--- config.mk ---
export PLATFORM = sky130hd
export DESIGN_NAME = rx_status_gen
export DESIGN_NICKNAME = d
export VERILOG_FILES = /design/src/rtl/rx_chk_pkg.sv /design/src/rtl/rx_status_gen.sv
export SDC_FILE = /design/constraint.sdc
export NUM_CORES = 1
export LEC_CHECK = 0
export BUFFER_PORTS_ARGS = -buffer_cell sky130_fd_sc_hd__buf_2
export CAP_MARGIN = 40
export CORE_MARGIN = 2
export CORE_UTILIZATION = 36
export DETAILED_ROUTE_END_ITERATION = 16
export HOLD_SLACK_MARGIN = 0.03
export PLACE_DENSITY = 0.77
export SYNTH_ARGS = -nofsm -noshare
export SYNTH_HDL_FRONTEND = slang
export SYNTH_SLANG_ARGS = --single-unit
--- constraint.sdc ---
create_clock -name clk -period 1.53 [get_ports clk]
set_clock_uncertainty 0.05 [all_clocks]
set_input_delay 0.459 -clock clk [delete_from_list [all_inputs] [get_ports clk]]
set_output_delay 0.459 -clock clk [all_outputs]
set_load 0.03 [all_outputs]
--- src/rtl/rx_chk_pkg.sv ---
// Package: shared constants and the byte-wise CRC-32 step for the receive
// frame qualifier. Assumes reflected (LSB-first) bit order on the line.
package rx_chk_pkg;
    localparam logic [31:0] CRC_POLY_REFL = 32'hEDB8_8320;
    localparam logic [31:0] CRC_PRESET    = 32'hFFFF_FFFF;
    // Register residue after a good frame, reflected form of 0xC704DD7B.
    localparam logic [31:0] CRC_GOOD_RES  = 32'hDEBB_20E3;

    // Advances the reflected CRC register by one byte.
    function automatic logic [31:0] crc_step(input logic [31:0] c_in,
                                             input logic [7:0]  d);
        logic [31:0] c;
        logic        fb;
        c = c_in;
        for (int b = 0; b < 8; b++) begin
            fb = c[0] ^ d[b];
            c  = c >> 1;
            if (fb) c = c ^ CRC_POLY_REFL;
        end
        return c;
    endfunction
endpackage

--- src/rtl/rx_status_gen.sv ---
// rx_status_gen: captures the verdict on the end beat and presents it for one
// cycle. Assumes crc_next and len_next already include the end beat's byte.
module rx_status_gen
    import rx_chk_pkg::*;
#(
    parameter int unsigned LEN_W   = 12,
    parameter int unsigned MIN_LEN = 64
) (
    input  logic             clk,
    input  logic             rst_n,
    input  logic             end_beat,
    input  logic [31:0]      crc_next,
    input  logic [LEN_W-1:0] len_next,
    input  logic             cfg_accept_bad_crc,
    input  logic             cfg_irq_en_crc,
    input  logic             cfg_irq_en_runt,
    output logic             stat_valid,
    output logic             stat_runt,
    output logic             stat_crc_err,
    output logic             stat_keep,
    output logic [LEN_W-1:0] stat_len,
    output logic             irq
);
    logic runt_c, crc_bad_c;

    // Judge the frame as it closes.
    always_comb begin
        runt_c    = 32'(len_next) < MIN_LEN;
        crc_bad_c = crc_next != CRC_GOOD_RES;
    end

    // Register the verdict; the valid strobe lasts a single cycle.
    always_ff @(posedge clk) begin
        if (!rst_n) begin
            stat_valid   <= 1'b0;
            stat_runt    <= 1'b0;
            stat_crc_err <= 1'b0;
            stat_keep    <= 1'b0;
            stat_len     <= '0;
            irq          <= 1'b0;
        end else begin
            stat_valid <= end_beat;
            irq        <= end_beat && ((crc_bad_c && cfg_irq_en_crc) ||
                                       (runt_c && cfg_irq_en_runt));
            if (end_beat) begin
                stat_runt    <= runt_c;
                stat_crc_err <= crc_bad_c;
                stat_keep    <= !crc_bad_c || cfg_accept_bad_crc;
                stat_len     <= len_next;
            end
        end
    end


    valid_after_end_chk: assert property (@(posedge clk) disable iff (!rst_n)
        stat_valid |-> $past(end_beat));

    keep_good_chk: assert property (@(posedge clk) disable iff (!rst_n)
        (stat_valid && !stat_crc_err) |-> stat_keep);

    irq_with_status_chk: assert property (@(posedge clk) disable iff (!rst_n)
        irq |-> stat_valid);

    long_not_runt_chk: assert property (@(posedge clk) disable iff (!rst_n)
        (stat_valid && 32'(stat_len) >= MIN_LEN) |-> !stat_runt);
endmodule

== Word-level counts from Yosys, hierarchy flattened ==
Index checks and enable logic that the tools add are counted.

* Magnitude comparators: 1
* Equal/unequal tests: 1
* Reductions and logical operators: 6

{| class="wikitable"
|+ Operators by type and width
! cell !! count
|-
| inequality test 32 bit, second input constant || 1
|-
| < comparator 12 x 7 -> 1 bit, second input constant || 1
|-
| logical AND 1 bit || 3
|-
| logical OR 1 bit || 2
|-
| zero test 1 bit || 1
|}

* Flip-flop bits (word level): 17
* Input port bits: 50
* Output and inout bits: 17
* Logic and storage cells: 14

== Logic depth before layout (Yosys ltp) ==
* Word-level depth: 4
* Mapped depth: 4
* Gate-level depth less buffers: 4

== Worst setup path before layout ==
OpenSTA, ideal clock, no wires.

* Kind: input -> register
* From: in crc_next[2]
* To: reg stat_keep
* Library setup time: 0.060 ns
* Arrival time: 1.346 ns
* Required time: 1.420 ns
* Setup slack: 0.073 ns
* Cell stages on the path: 4
* Buffers on the path: 0
* Cells stage by stage: and4bb_1 > nand4_2 > nor4_4 > o221a_1

* Word-level cells in the longest chain between the ends: 3

{| class="wikitable"
|+ Ends and longest elaborated chain
! item !! line !! RTL
|-
| start: declaration || rx_status_gen.sv:12 || <nowiki>input logic [31:0] crc_next,</nowiki>
|-
| inequality test 32 bit || rx_status_gen.sv:29 || <nowiki>crc_bad_c = crc_next != CRC_GOOD_RES;</nowiki>
|-
| zero test 1 bit || rx_status_gen.sv:48 || <nowiki>stat_keep <= !crc_bad_c || cfg_accept_bad_crc;</nowiki>
|-
| logical OR 1 bit || rx_status_gen.sv:48 ||
|-
| end signal: assignment || rx_status_gen.sv:48 ||
|-
| end: declaration || rx_status_gen.sv:20 || <nowiki>output logic stat_keep,</nowiki>
|}

Every way passes these cells.
A chain may end at the register's enable or synchronous reset.

== Final worst setup path ==
Same ends and word-level chain as after synthesis.

==> impl_metrics.ini <==
[timing]
hold_viol_final = 0
finalSetupViolCount = 0
timing.final.ws_setup_ns = 0.1868
slew_headroom_pct = 82.18
max_freq_mhz = 744.5
period_share_pct = 87.79
grt_setup_unrepaired = no
tightest_slew_ns = 0.2636
setup_tns_ns = 0
final.min_clock_period_ns = 1.343
maxSlewViolCount = 0

[detailed_routing]
wl_um = 1969
vias_per_cell = 4.655
drc_errors = 0
routedWlPerCell_um = 11.93
antenna_left = 0
first_iter_violations = 5
vias = 768
drt_first_pass_iters = 4

[global_routing]
grt_max_degree = 17
antenna_found_initial = 0
track_usage_pct = 16.60
grt_pass1_wl_um = 3201
first_global_vias = 770
grt-ovfl-total = 0

[place]
hpwl_um = 1643
place_congestion = 0.7587
dp_worst_setup_slack_ns = -0.1151
portBuffers = 66

[floorplan]
rows = 16
die_y_um = 49.71
io_pins = 67
dieArea_um2 = 2471
core_um2 = 1962
chipWidth_um = 49.71
initial_utilization_pct = 38.33

[yosys]
yosys_warnings = 0
ys_seq_area_share_pct = 45.26
synth_edf_count = 0
ys_ff_latch = 17
synth.distinct_cells = 24
synthCells = 70
synth_ff_type = dfxtp_1
netlist_area_um2 = 752.0
syn_nets = 120
syn_avg_cell_area_um2 = 10.74
async_flop_share_pct = 0

[power]
p_leak_nw = 0.6086
internal_power_mw = 0.6687
seq_power_share_pct = 51.7
swShare_pct = 27.59
power_frac_clock_pct = 25.5
max-vdd-ir-drop_uv = 455.4
powerDensity_nw_per_um2 = 804.0
net-switching-power_mw = 0.2548
combinationalPowerShare_pct = 22.8
power_mw = 0.9235

[clock_tree]
cts.repair.resized = 0
cts_setup_buffers = 0
h-tree-depth = 1
worstSkewPairLatency_ns = 0.28
postCtsHoldBufs = 0
cts.path.max_buffers = 2
cts_buffers = 3
path_clk_slew_ns = 0.10
cts_sinks = 17
cts_root_buf = clkbuf_4
cts_tree = done

[job]
drv_cap = 0

[finish]
area_growth_pct = 52.75
nNetsFinal = 189
mostFrequentLayoutCells = buf_2 (66), dfxtp_1 (17), mux2i_1 (12), nor2b_1 (12)
drive_gt1_share_pct = 53.62
antenna_cells = 0
mostFrequentLayoutCell = buf_2
fin_util_pct = 58.55

[setup_path]
cp.arrival_ns = 1.52
startpoint_type = input pin
path_max_fanout = 3
worstSetupPathType = input pin to flop
end_kind = flop
required_ns = 1.70

[min_path]
hold_path_class = input pin to flop

[outcome]
outcome = finished clean
[cell usage after synthesis (2+ instances only)]
master	count	area share (%)
nor2_1	3	1.5
nor4b_1	2	2.3
nor2b_1	12	10
mux2i_1	12	16
nand2_1	3	1.5
buf_2	2	1.3
nand4b_1	2	2.3
dfxtp_1	17	45
nand2b_1	2	1.7
[cell families (layout without fill, tap and decap cells)]
family          Yosys count  after routing  share of synthesized area [%]
compound gates            5              5                          4.658
buf+inv                   3             71                          1.830
flops                    17             17                          45.26
mux                      12             12                          15.97
simple gates             33             33                          32.28
[routing by layer]
layer  up-vias  global-route usage [%]  wire length [µm]
met4         0                   7.870                37
met5         -                       0                 0
met2        26                   31.56              1114
met1       345                   17.42               739
li1        389                       -                 -
met3         8                   2.727                78
[flip-flops by register name, summed over array words and instances (netlist names)]
register and cells:
stat_len 12, stat_runt 1, stat_valid 1, stat_keep 1, stat_crc_err 1, irq 1
[power by group through the flow]
stage | Combinational, mW | Clock (mW) | Sequential (mW)
after detailed placement | 0.212 | 0 | 0.488
final | 0.210 | 0.235 | 0.478
after floorplan | 0.0615 | 0 | 0.538
after global placement | 0.206 | 0 | 0.487
after global routing | 0.226 | 0.269 | 0.481
after CTS | 0.212 | 0.242 | 0.478
[cell type report]
type / instances / area [µm²]
sequential: 17 / 340.3
multi-input combinational: 50 / 397.9
clock buffer: 4 / 26.28
timing repair buffer: 67 / 350.3
fill: 210 / 813.3
tap: 27 / 33.78
[worst max-delay path, cell delays in order]
cell and delay [ns]:
buf_2 0.10, and4bb_1 0.27, nand4_2 0.12, nor4_4 0.33
o221a_1 0.23
[per-stage QoR]
| step | area [µm²] | std cells | hold slack, ns |
|---|---|---|---|
| 6_report | 1149 | 165 | 0.3840 |
| 5_1_grt | 1149 | 165 | 0.3762 |
| 4_1_cts | 1149 | 165 | 0.3739 |
| 3_5_place_dp | 1122 | 161 | 0.4272 |
| 3_3_place_gp | 1122 | 161 | 0.4157 |
| 2_1_floorplan | 752.0 | 70 | 0.5372 |
[final timing paths]
kind	from	end	slack, ns	cells after the start
max	crc_next[2]	stat_keep	0.19	5
min	len_next[0]	stat_len[0]	0.38	3
max reg2reg	stat_keep	stat_keep	0.81	1
min reg2reg	stat_runt	stat_runt	0.45	2
Power figures use the tool's default switching activity.
